==> config.mk <==
export PLATFORM = sky130hd
export DESIGN_NAME = sync_ser_tx
export DESIGN_NICKNAME = d
export VERILOG_FILES = /design/src/rtl/sst_pkg.sv /design/src/rtl/sst_regs.sv /design/src/rtl/sst_clkgen.sv /design/src/rtl/sst_slvsync.sv /design/src/rtl/sst_shifter.sv /design/src/rtl/sync_ser_tx.sv
export SDC_FILE = /design/constraint.sdc
export NUM_CORES = 1
export LEC_CHECK = 0
export BUFFER_PORTS_ARGS = -buffer_cell sky130_fd_sc_hd__buf_2
export CORE_MARGIN = 2
export CORE_UTILIZATION = 45
export CTS_CLUSTER_SIZE = 10
export DETAILED_ROUTE_END_ITERATION = 8
export GPL_ROUTABILITY_DRIVEN = 0
export HOLD_SLACK_MARGIN = 0.15
export REMOVE_ABC_BUFFERS = 1
export SLEW_MARGIN = 40
export SYNTH_ARGS = -nofsm -noshare
export SYNTH_HDL_FRONTEND = slang
export SYNTH_HIERARCHICAL = 1
export SYNTH_SLANG_ARGS = --single-unit
export TNS_END_PERCENT = 20
==> constraint.sdc <==
create_clock -name clk -period 3.7 [get_ports clk]
set_clock_uncertainty 0.1 [all_clocks]
set_input_delay 0.185 -clock clk [delete_from_list [all_inputs] [get_ports clk]]
set_output_delay 0.185 -clock clk [all_outputs]
set_load 0.01 [all_outputs]
==> src/rtl/sst_pkg.sv <==
package sst_pkg;
  localparam int ADDR_W = 2;

  typedef enum logic [ADDR_W-1:0] {
    ADDR_CTRL = 2'd0,
    ADDR_DATA = 2'd1,
    ADDR_CMD  = 2'd2,
    ADDR_DIV  = 2'd3
  } sst_addr_e;

  // packed: tx_en is bit 0, irq_en is bit 4
  typedef struct packed {
    logic irq_en;
    logic msb_first;
    logic master;
    logic rx_en;
    logic tx_en;
  } sst_ctrl_t;

  localparam int CTRL_W   = $bits(sst_ctrl_t);
  localparam int CMD_TRIG = 0;
  localparam int CMD_CLR  = 1;
  localparam int ST_BUSY  = 0;
  localparam int ST_DONE  = 1;
  localparam int ST_PEND  = 2;
endpackage

==> src/rtl/sst_regs.sv <==
module sst_regs
  import sst_pkg::*;
#(
  parameter int DATA_W = 8,
  parameter int DIV_W  = 8
) (
  input  logic                 clk,
  input  logic                 rst_n,
  input  logic                 wr_en,
  input  logic [ADDR_W-1:0]    wr_addr,
  input  logic [DATA_W-1:0]    wr_data,
  input  logic [ADDR_W-1:0]    rd_addr,
  output logic [DATA_W-1:0]    rd_data,
  input  logic                 busy,
  input  logic                 done_evt,
  output sst_ctrl_t            ctrl,
  output logic [DATA_W-1:0]    data_q,
  output logic [DIV_W-1:0]     div_q,
  output logic                 start,
  output logic                 if_rst,
  output logic                 done_flag
);
  logic pending_q;
  logic wr_ctrl, wr_dat, wr_cmd, wr_div;

  assign wr_ctrl = wr_en && (wr_addr == ADDR_CTRL);
  assign wr_dat  = wr_en && (wr_addr == ADDR_DATA);
  assign wr_cmd  = wr_en && (wr_addr == ADDR_CMD);
  assign wr_div  = wr_en && (wr_addr == ADDR_DIV);

  // both enables low holds the interface idle
  assign if_rst = !ctrl.tx_en && !ctrl.rx_en;
  assign start  = wr_cmd && wr_data[CMD_TRIG] && ctrl.tx_en && pending_q && !busy;

  always_ff @(posedge clk or negedge rst_n) begin
    if (!rst_n) begin
      ctrl   <= '0;
      data_q <= '0;
      div_q  <= '0;
    end else begin
      if (wr_ctrl) ctrl   <= sst_ctrl_t'(wr_data[CTRL_W-1:0]);
      if (wr_dat)  data_q <= wr_data;
      if (wr_div)  div_q  <= wr_data[DIV_W-1:0];
    end
  end

  always_ff @(posedge clk or negedge rst_n) begin
    if (!rst_n) begin
      pending_q <= 1'b0;
      done_flag <= 1'b0;
    end else if (if_rst) begin
      pending_q <= 1'b0;
      done_flag <= 1'b0;
    end else begin
      if (wr_dat)     pending_q <= 1'b1;
      else if (start) pending_q <= 1'b0;
      // completion wins over a simultaneous clear
      if (done_evt)                         done_flag <= 1'b1;
      else if (wr_cmd && wr_data[CMD_CLR])  done_flag <= 1'b0;
    end
  end

  always_comb begin
    rd_data = '0;
    case (sst_addr_e'(rd_addr))
      ADDR_CTRL: rd_data[CTRL_W-1:0] = ctrl;
      ADDR_DATA: rd_data = data_q;
      ADDR_CMD: begin
        rd_data[ST_BUSY] = busy;
        rd_data[ST_DONE] = done_flag;
        rd_data[ST_PEND] = pending_q;
      end
      ADDR_DIV:  rd_data[DIV_W-1:0] = div_q;
      default:   rd_data = '0;
    endcase
  end
endmodule

==> src/rtl/sst_clkgen.sv <==
module sst_clkgen #(
  parameter int DIV_W = 8
) (
  input  logic             clk,
  input  logic             rst_n,
  input  logic             run,
  input  logic [DIV_W-1:0] div,
  output logic             sclk,
  output logic             fall_p,
  output logic             rise_p
);
  logic [DIV_W-1:0] cnt_q;
  logic             tick;

  assign tick   = run && (cnt_q == '0);
  assign fall_p = tick && sclk;
  assign rise_p = tick && !sclk;

  // each phase lasts div+1 cycles; clock rests high when not running
  always_ff @(posedge clk or negedge rst_n) begin
    if (!rst_n) begin
      cnt_q <= '0;
      sclk  <= 1'b1;
    end else if (!run) begin
      cnt_q <= div;
      sclk  <= 1'b1;
    end else if (tick) begin
      cnt_q <= div;
      sclk  <= ~sclk;
    end else begin
      cnt_q <= cnt_q - 1'b1;
    end
  end
endmodule

==> src/rtl/sst_slvsync.sv <==
module sst_slvsync #(
  parameter int STAGES = 2
) (
  input  logic clk,
  input  logic rst_n,
  input  logic en,
  input  logic sclk_i,
  output logic fall_p,
  output logic rise_p
);
  logic [STAGES-1:0] sync_q;
  logic              prev_q;

  genvar g;
  generate
    for (g = 0; g < STAGES; g++) begin : g_stage
      if (g == 0) begin : g_first
        always_ff @(posedge clk or negedge rst_n)
          if (!rst_n) sync_q[0] <= 1'b1;
          else        sync_q[0] <= sclk_i;
      end else begin : g_next
        always_ff @(posedge clk or negedge rst_n)
          if (!rst_n) sync_q[g] <= 1'b1;
          else        sync_q[g] <= sync_q[g-1];
      end
    end
  endgenerate

  always_ff @(posedge clk or negedge rst_n)
    if (!rst_n) prev_q <= 1'b1;
    else        prev_q <= sync_q[STAGES-1];

  assign fall_p = en && prev_q && !sync_q[STAGES-1];
  assign rise_p = en && !prev_q && sync_q[STAGES-1];
endmodule

==> src/rtl/sst_shifter.sv <==
module sst_shifter #(
  parameter int DATA_W = 8
) (
  input  logic              clk,
  input  logic              rst_n,
  input  logic              start,
  input  logic              abort,
  input  logic [DATA_W-1:0] data,
  input  logic              msb_first,
  input  logic              master_in,
  input  logic              fall_p,
  input  logic              rise_p,
  output logic              busy,
  output logic              master_q,
  output logic              sout,
  output logic              done_evt
);
  localparam int CNT_W = $clog2(DATA_W + 1);

  logic [DATA_W-1:0] sh_q;
  logic [CNT_W-1:0]  bits_q;
  logic              msb_q;

  assign done_evt = busy && !abort && rise_p && (bits_q == CNT_W'(DATA_W));

  always_ff @(posedge clk or negedge rst_n) begin
    if (!rst_n) begin
      sh_q     <= '0;
      bits_q   <= '0;
      msb_q    <= 1'b0;
      master_q <= 1'b0;
      busy     <= 1'b0;
      sout     <= 1'b1;
    end else if (abort) begin
      bits_q <= '0;
      busy   <= 1'b0;
      sout   <= 1'b1;
    end else if (start) begin
      sh_q     <= data;
      bits_q   <= '0;
      msb_q    <= msb_first;
      master_q <= master_in;
      busy     <= 1'b1;
    end else if (busy) begin
      if (fall_p && bits_q < CNT_W'(DATA_W)) begin
        if (msb_q) begin
          sout <= sh_q[DATA_W-1];
          sh_q <= sh_q << 1;
        end else begin
          sout <= sh_q[0];
          sh_q <= sh_q >> 1;
        end
        bits_q <= bits_q + 1'b1;
      end
      if (done_evt) busy <= 1'b0;
    end
  end
endmodule

==> src/rtl/sync_ser_tx.sv <==
module sync_ser_tx
  import sst_pkg::*;
#(
  parameter int DATA_W      = 8,
  parameter int DIV_W       = 8,
  parameter int SYNC_STAGES = 2
) (
  input  logic              clk,
  input  logic              rst_n,
  input  logic              wr_en,
  input  logic [1:0]        wr_addr,
  input  logic [DATA_W-1:0] wr_data,
  input  logic [1:0]        rd_addr,
  output logic [DATA_W-1:0] rd_data,
  input  logic              sclk_i,
  output logic              sclk_o,
  output logic              sclk_oe,
  output logic              sout,
  output logic              irq
);
  sst_ctrl_t         ctrl;
  logic [DATA_W-1:0] data_q;
  logic [DIV_W-1:0]  div_q;
  logic start, if_rst, done_flag, done_evt, busy, master_q;
  logic m_fall, m_rise, s_fall, s_rise, fall_sel, rise_sel;

  sst_regs #(.DATA_W(DATA_W), .DIV_W(DIV_W)) i_regs (
    .clk(clk), .rst_n(rst_n), .wr_en(wr_en), .wr_addr(wr_addr),
    .wr_data(wr_data), .rd_addr(rd_addr), .rd_data(rd_data),
    .busy(busy), .done_evt(done_evt), .ctrl(ctrl), .data_q(data_q),
    .div_q(div_q), .start(start), .if_rst(if_rst), .done_flag(done_flag)
  );

  sst_clkgen #(.DIV_W(DIV_W)) i_clkgen (
    .clk(clk), .rst_n(rst_n), .run(busy && master_q && !if_rst),
    .div(div_q), .sclk(sclk_o), .fall_p(m_fall), .rise_p(m_rise)
  );

  sst_slvsync #(.STAGES(SYNC_STAGES)) i_slvsync (
    .clk(clk), .rst_n(rst_n), .en(busy && !master_q), .sclk_i(sclk_i),
    .fall_p(s_fall), .rise_p(s_rise)
  );

  assign fall_sel = master_q ? m_fall : s_fall;
  assign rise_sel = master_q ? m_rise : s_rise;

  sst_shifter #(.DATA_W(DATA_W)) i_shifter (
    .clk(clk), .rst_n(rst_n), .start(start), .abort(if_rst), .data(data_q),
    .msb_first(ctrl.msb_first), .master_in(ctrl.master),
    .fall_p(fall_sel), .rise_p(rise_sel), .busy(busy),
    .master_q(master_q), .sout(sout), .done_evt(done_evt)
  );

  assign sclk_oe = ctrl.master;
  assign irq     = done_flag && ctrl.irq_en;
endmodule

==> results of run 1 <==
[through the flow]
step,total power (uW),hold slack [ns],instance area [um2],cells,setup slack (ns)
floorplan,873,-0.211,2650,218,1.44
finish,1330,0.193,3100,341,1.23
global route,1410,0.230,3100,341,0.996
global placement,978,0.0776,2900,323,1.25
CTS,1340,0.189,3100,341,1.25
detailed placement,982,0.0703,2900,323,1.27
[sequential cells by signal (all words and copies together) (netlist names), 2 cells and up]
signal and cells:
i_clkgen/cnt_q 8, i_regs/data_q 8, i_regs/div_q 8, i_shifter/sh_q 8, i_regs/ctrl 5, i_shifter/bits_q 4, i_slvsync/sync_q 2
[timing repair]
item | in CTS | in global routing
hold buffers | 10 | 0
endpoints found under the hold margin | 41 | 0
setup endpoints to repair | 0 | 0
resized for setup | 0 | 0
[final cells by class]
cell class | instances | share of cell area, %
Multi-Input combinational cell | 156 | 42.8
Timing Repair Buffer | 40 | 8.31
Sequential cell | 51 | 41.3
Tap cell | 75 | 3.03
Inverter | 11 | 1.33
Clock buffer | 8 | 3.23
[cell families after synthesis]
logic type | Yosys count | synth area share (%)
and+or+nand+nor | 72 | 18.2
buffers and inverters | 19 | 3.25
DFF | 51 | 47.6
muxes | 43 | 19.0
adders and majority gates | 4 | 1.86
xor gates and xnor gates | 5 | 1.62
AOI/OAI and AO/OA | 32 | 8.45
[layer usage]
layer  part of all wire (%)  track usage [%]
met2                     47             29.8
met5                      0                0
met4                   0.26             4.07
met3                    2.8             4.00
met1                     50             27.8
[worst paths after layout]
check | end | slack (ns) | depth (start not counted)
setup / recovery | i_shifter/sh_q[7] | 1.23 | 7
hold / removal | i_regs/done_flag | 0.19 | 4
setup reg to reg | i_shifter/sh_q[7] | 1.23 | 7
hold reg to reg | i_slvsync/sync_q[1] | 0.27 | 0
max in group asynchronous | i_clkgen/sclk | 2.43 | 3
min in group asynchronous | i_shifter/master_q | 0.27 | 2
[synthesized netlist by cell type (2+ instances only)]
cell type  instances  area share (%)
a2111oi_0          6             1.9
a21oi_1            2            0.37
a22oi_1            3            0.84
and2_1             2            0.46
and3_1             2            0.46
and3b_1            3            0.97
and4_1             2            0.65
buf_2              4            0.74
clkbuf_1           2            0.28
dfrtp_1           46              43
dfstp_2            5             4.9
ha_1               4             1.9
inv_1             10             1.4
mux2_2            28              12
mux2_4             2             1.1
mux2i_1           10             3.7
mux4_2             3             2.5
nand2_1            5            0.70
nand3_1            3            0.56
nand3b_1           2            0.56
nand4b_1           2            0.65
nor2_1             3            0.42
nor2b_1           10             2.3
nor3_1            21             3.9
nor3b_1            2            0.56
nor4_1             2            0.46
o211a_1            2            0.74
o21ai_0            9             1.7
o22ai_1            6             1.4
or3b_2             2            0.65
xnor2_1            2            0.65
xor2_1             3            0.97
[critical path: cells and delay by family (launching register included)]
kind	cells	cell delay (ns)
flip-flops	1	0.53
AND/OR/NAND/NOR	5	1.14
multiplexers	1	0.34
buffers and inverters	1	0.24
[power breakdown]
| part | total [uW] | internal (uW) | switching (uW) |
|---|---|---|---|
| Sequential | 719 | 633 | 85.5 |
| Clock | 349 | 171 | 178 |
| Combinational | 259 | 141 | 118 |
==> results.tsv, run 1 <==
metric	value	unit
grt_pass1_wl	9540	um
final-hold-violation-count	0	
dr_total_vias	1894	
cp-end-kind	flip-flop	
ant_nets	0	
period_minus_slack	2.47	ns
total_leakage_power	0.00138	uW
io_pins	28	
yosysUniqueCellTypes	50	
start_util	46.1	%
outcome	completed	
dp_hpwl	4090	um
cp-start-kind	flip-flop	
async_reset_ff_share	100	%
crit_arrival	2.56	ns
syn_avg_cell_area	11.9	um2
syn_to_final_growth	15.0	%
crit_required	3.79	ns
rsz0062_at_grt	no	
drc	0	
drive_above_1_share	32.0	%
final-setup-viol-count	0	
min_period_over_period	66.6	%
cts_setup_buffers	0	
worst_slew_pin_slew	0.469	ns
cpMaxStageDelayCell	dfrtp_1	
max_freq	406	MHz
synthFlopType	dfrtp_1	
final_common_cell	dfrtp_1	
fillCellCount	514	
dr.pass1.iters	4	
final_max_slew_viol_count	0	
antenna_cells	0	
netlist_instances	226	
root_buffer	clkbuf_8	
max_stage_delay	0.53	ns
synth_edf_count	0	
critPathLaunch	i_shifter/busy	
dieArea	6630	um2
p_per_area	428	nW/um2
antenna_found_initial	0	
core	5850	um2
postLayoutCoreUtil	53.0	%
r2r-start	i_shifter/busy	
grt_pass1_vias	1863	
wl_per_cell	17.1	um
seq_area_frac_synth	47.6	%
chipWidth	81.4	um
ir_drop	278	uV
mostFrequentLayoutCells	dfrtp_1, mux2_2, buf_2, nor3_1	
io_buffers	27	
multi_input_area	1330	um2
synthesis.area	2700	um2
cts_buffer_depth	2	
grt_max_degree	33	
routed_wl	5830	um
hold_start	wr_en	
overflow	0	
maxCapViolCount	0	
ys.warnings.count	6	
cts_buffers	5	
slew_headroom	68.4	%
cp_max_fo	23	
rows	28	
fp.dieH	81.4	um
crit_chain	nand3b_1, nor3_1, and2_1, buf_4, nand2b_1, nand2_1, mux2_2	
grt_usage	19.2	%
cts_tree	done	
h-tree-depth	2	
critPathKind	flip-flop to flip-flop	
drtIter0Drc	76	
hold_class	input port to flip-flop	
insertion_delay	0.30	ns
numClockSinks	51	
regArea	1280	um2
vias_per_cell	5.55	
tns	0	ns
nNetsFinal	285	
path_clk_slew	0.09	ns
synth_seq_cells	51	
Power figures use the tool's default switching activity.
==> run 2, diff against run 1 <==
- PLACE_DENSITY: default -> 0.66
- clock period: 3.7 -> 2.26 ns (I/O delays scaled with it)
==> results.tsv, run 2 (synthesized netlist as in run 1, its figures left out) <==
metric	value	unit
max_freq	461	MHz
grt_usage	19.8	%
dp_hpwl	4170	um
h-tree-depth	2	
start_util	46.1	%
critPathKind	flip-flop to flip-flop	
overflow	0	
fp.dieH	81.4	um
dieArea	6630	um2
rows	28	
final-hold-violation-count	0	
io_pins	28	
drive_above_1_share	40.7	%
io_buffers	27	
whs	0.194	ns
period_minus_slack	2.17	ns
cp-end-kind	flip-flop	
final_max_slew_viol_count	0	
fillCellCount	499	
cp_max_fo	7	
hold_class	input port to flip-flop	
crit_arrival	2.26	ns
wl_per_cell	16.9	um
cts_tree	done	
path_clk_slew	0.09	ns
grt_pass1_wl	9840	um
dr.pass1.iters	4	
drtIter0Drc	71	
ant_nets	0	
maxCapViolCount	0	
cts_buffers	5	
vias_per_cell	5.63	
outcome	completed	
p_per_area	666	nW/um2
ir_drop	362	uV
grt_pass1_vias	1974	
numClockSinks	51	
antenna_cells	0	
root_buffer	clkbuf_8	
syn_to_final_growth	26.2	%
cts_buffer_depth	2	
power.total	2260	uW
drc	0	
total_leakage_power	0.00151	uW
cp-start-kind	flip-flop	
dr_total_vias	2026	
slew_headroom	47.2	%
insertion_delay	0.31	ns
core	5850	um2
nNetsFinal	304	
crit_required	2.35	ns
routed_wl	6090	um
final_common_cell	dfrtp_1	
worst_slew_pin_slew	0.792	ns
final-setup-viol-count	0	
antenna_found_initial	0	
chipWidth	81.4	um
min_period_over_period	95.9	%
mostFrequentLayoutCells	dfrtp_1, mux2_2, buf_2, nor3_1, buf_4	
grt_max_degree	52	
[run 2: what timing repair did]
| action | 4_1_cts | 5_1_grt |
|---|---|---|
| pin swaps | 0 | 5 |
| resized for setup | 3 | 26 |
| hold endpoints to repair | 69 | 0 |
| endpoints found under the setup margin | 3 | 9 |
| hold buffers | 12 | 0 |
| buffers inserted | 0 | 3 |
[run 2: area by class of cell]
class / instances / area, um2 / area share (%)
Clock inverter: 1 / 8.76 / 0.257
Sequential cell: 51 / 1280 / 37.7
Tap cell: 75 / 93.8 / 2.76
Inverter: 11 / 41.3 / 1.21
Multi-Input combinational cell: 156 / 1470 / 43.2
Clock buffer: 7 / 86.3 / 2.54
Timing Repair Buffer: 59 / 418 / 12.3
[run 2: worst max-delay path, stage by stage (launching register included)]
cell and delay, ns:
dfrtp_1 0.40, inv_2 0.07, ha_2 0.17, nor3b_4 0.19
and4_1 0.24, mux2_4 0.20, nand4bb_4 0.12, buf_12 0.17
a2111oi_4 0.31, nor3_1 0.09
[run 2: path summary, 6_finish.rpt]
| path | cells past startpoint | from | slack, ns | end |
|---|---|---|---|---|
| worst max-delay path | 9 | i_clkgen/cnt_q[0] | 0.09 | i_shifter/sh_q[4] |
| worst min-delay path | 3 | wr_addr[0] | 0.19 | i_regs/pending_q |
| worst max register to register | 9 | i_clkgen/cnt_q[0] | 0.09 | i_shifter/sh_q[4] |
| worst min register to register | 0 | i_slvsync/sync_q[0] | 0.26 | i_slvsync/sync_q[1] |
| max in group asynchronous | 3 | rst_n | 1.26 | i_clkgen/cnt_q[3] |
| min in group asynchronous | 3 | rst_n | 0.34 | i_clkgen/cnt_q[5] |
[run 2: per-stage QoR]
step	std cells	setup slack (ns)	cell area (um2)	setup TNS, ns	utilization, %
finish	360	0.0922	3400	0	58.1
global placement	337	0.0371	3010	0	51.4
global route	360	-0.0327	3400	-0.0333	58.1
floorplan	218	-0.00148	2650	-0.00148	-
CTS	357	-0.00634	3230	-0.00634	55.2
detailed placement	337	-0.0187	3010	-0.0187	51.4
[run 2: where the power goes]
group	total (uW)	switching [uW]	internal, uW
Sequential	1180	140	1040
Combinational	524	232	292
Clock	563	311	252
[run 2: metal layers]
layer / vias up / wire (um) / GRT usage (%)
li1: 962 / - / -
met4: 0 / 124 / 6.95
met5: - / 0 / 0
met2: 28 / 2980 / 32.8
met3: 9 / 152 / 3.78
met1: 1027 / 2830 / 25.9
==> run 3, diff against run 2 <==
- CELL_PAD_IN_SITES_DETAIL_PLACEMENT: default -> 0
- CELL_PAD_IN_SITES_GLOBAL_PLACEMENT: default -> 1
- CORE_UTILIZATION: 45 -> 43
- PLACE_DENSITY: 0.66 -> default
- PLACE_DENSITY_LB_ADDON: default -> 0.1
==> results.tsv, run 3 (synthesized netlist as in run 1, its figures left out) <==
metric	value	unit
outcome	completed	
crit_arrival	2.32	ns
min_period_over_period	98.9	%
period_minus_slack	2.24	ns
numClockSinks	51	
syn_to_final_growth	20.8	%
io_pins	28	
mostFrequentLayoutCells	dfrtp_1, mux2_2, buf_2, nor3_1, buf_4	
grt_usage	18.1	%
fin_area	3260	um2
switchingPower	657	uW
slew_headroom	56.5	%
power.total	2290	uW
wl_per_cell	16.7	um
cts_buffers	5	
drtIter0Drc	115	
maxCapViolCount	0	
cts_tree	done	
whs	0.158	ns
switching_share	28.7	%
final_common_cell	dfrtp_1	
regArea	1280	um2
path_clk_slew	0.09	ns
routed_wl	5920	um
grt_pass1_wl	9840	um
cp-start-kind	flip-flop	
fp.dieH	83.2	um
ant_nets	0	
nNetsFinal	299	
cp-end-kind	flip-flop	
place_area	3000	um2
start_util	45.0	%
total_leakage_power	0.00147	uW
critPathKind	flip-flop to flip-flop	
insertion_delay	0.31	ns
vias_per_cell	5.46	
drc	0	
overflow	0	
final-hold-violation-count	0	
grt_max_degree	29	
final_max_slew_viol_count	0	
multi_input_area	1360	um2
dr_total_vias	1940	
final-setup-viol-count	0	
dp_cells	336	
drive_above_1_share	37.5	%
h-tree-depth	2	
max_freq	447	MHz
fin_cells	355	
fillCellCount	545	
worst_slew_pin_slew	0.653	ns
antenna_found_initial	0	
seqPwrFrac	51.1	%
cts_setup_buffers	0	
antenna_cells	0	
cp_max_fo	7	
ir_drop	414	uV
clock_power_share	28.0	%
pwr-share-comb	20.9	%
cts_buffer_depth	2	
root_buffer	clkbuf_8	
p_per_area	702	nW/um2
crit_required	2.34	ns
dp_hpwl	4270	um
hold_class	input port to flip-flop	
rows	28	
rsz0062_at_grt	yes	
core	5990	um2
chipWidth	83.2	um
intPower	1630	uW
dr.pass1.iters	4	
grt_pass1_vias	1882	
dieArea	6920	um2
io_buffers	27	
-- run 3: metrics by stage --
| stage | worst slack [ns] | utilization, % | TNS (ns) |
|---|---|---|---|
| final | 0.0242 | 54.4 | 0 |
| after floorplan | -0.00148 | - | -0.00148 |
| after global routing | -0.0626 | 54.4 | -0.306 |
| after CTS | 0.0273 | 53.9 | 0 |
| after detailed placement | -0.0280 | 50.1 | -0.0280 |
| after global placement | -0.00365 | 50.1 | -0.00365 |
-- run 3: final timing paths --
path                                             to  depth (start not counted)                start  slack, ns
worst max-delay path              i_shifter/sh_q[2]                          7    i_clkgen/cnt_q[3]       0.02
min in group asynchronous        i_shifter/master_q                          2                rst_n       0.26
worst min register to register  i_slvsync/sync_q[1]                          0  i_slvsync/sync_q[0]       0.26
worst max register to register    i_shifter/sh_q[2]                          7    i_clkgen/cnt_q[3]       0.02
worst min-delay path               i_regs/done_flag                          4           wr_addr[1]       0.16
max in group asynchronous            i_shifter/sout                          3                rst_n       1.11
-- run 3: power by group through the flow --
stage	logic [uW]	clock network [uW]	registers, uW
floorplan	287	0	1140
global placement	462	0	1180
detailed placement	462	0	1180
CTS	480	664	1170
global route	527	704	1190
finish	477	641	1170
-- run 3: layout make-up --
type	instances	share of cell area [%]
Inverter	11	1.27
Tap cell	75	2.88
Clock inverter	3	1.34
Multi-Input combinational cell	156	41.8
Timing Repair Buffer	54	11.2
Sequential cell	51	39.4
Clock buffer	5	2.11
-- run 3: worst max-delay path, stage by stage, from the launching register on --
cell	delay (ns)
dfrtp_1	0.44
nor4_1	0.31
buf_4	0.18
and4_1	0.20
mux2_4	0.17
nand4bb_4	0.19
a2111oi_0	0.42
nor3_1	0.10
-- run 3: what timing repair did --
action,4_1_cts,5_1_grt
hold buffers,11,0
hold endpoints to repair,49,0
setup endpoints to repair,2,9
gates resized for setup,3,7
pin swaps,0,0
-- run 3: metal layers --
metal,part of all wire (%),vias up,global-route usage [%]
li1,-,952,-
met2,47,25,28.3
met3,2.7,6,3.58
met1,49,957,25.9
met5,0,-,0
met4,0.96,0,4.47
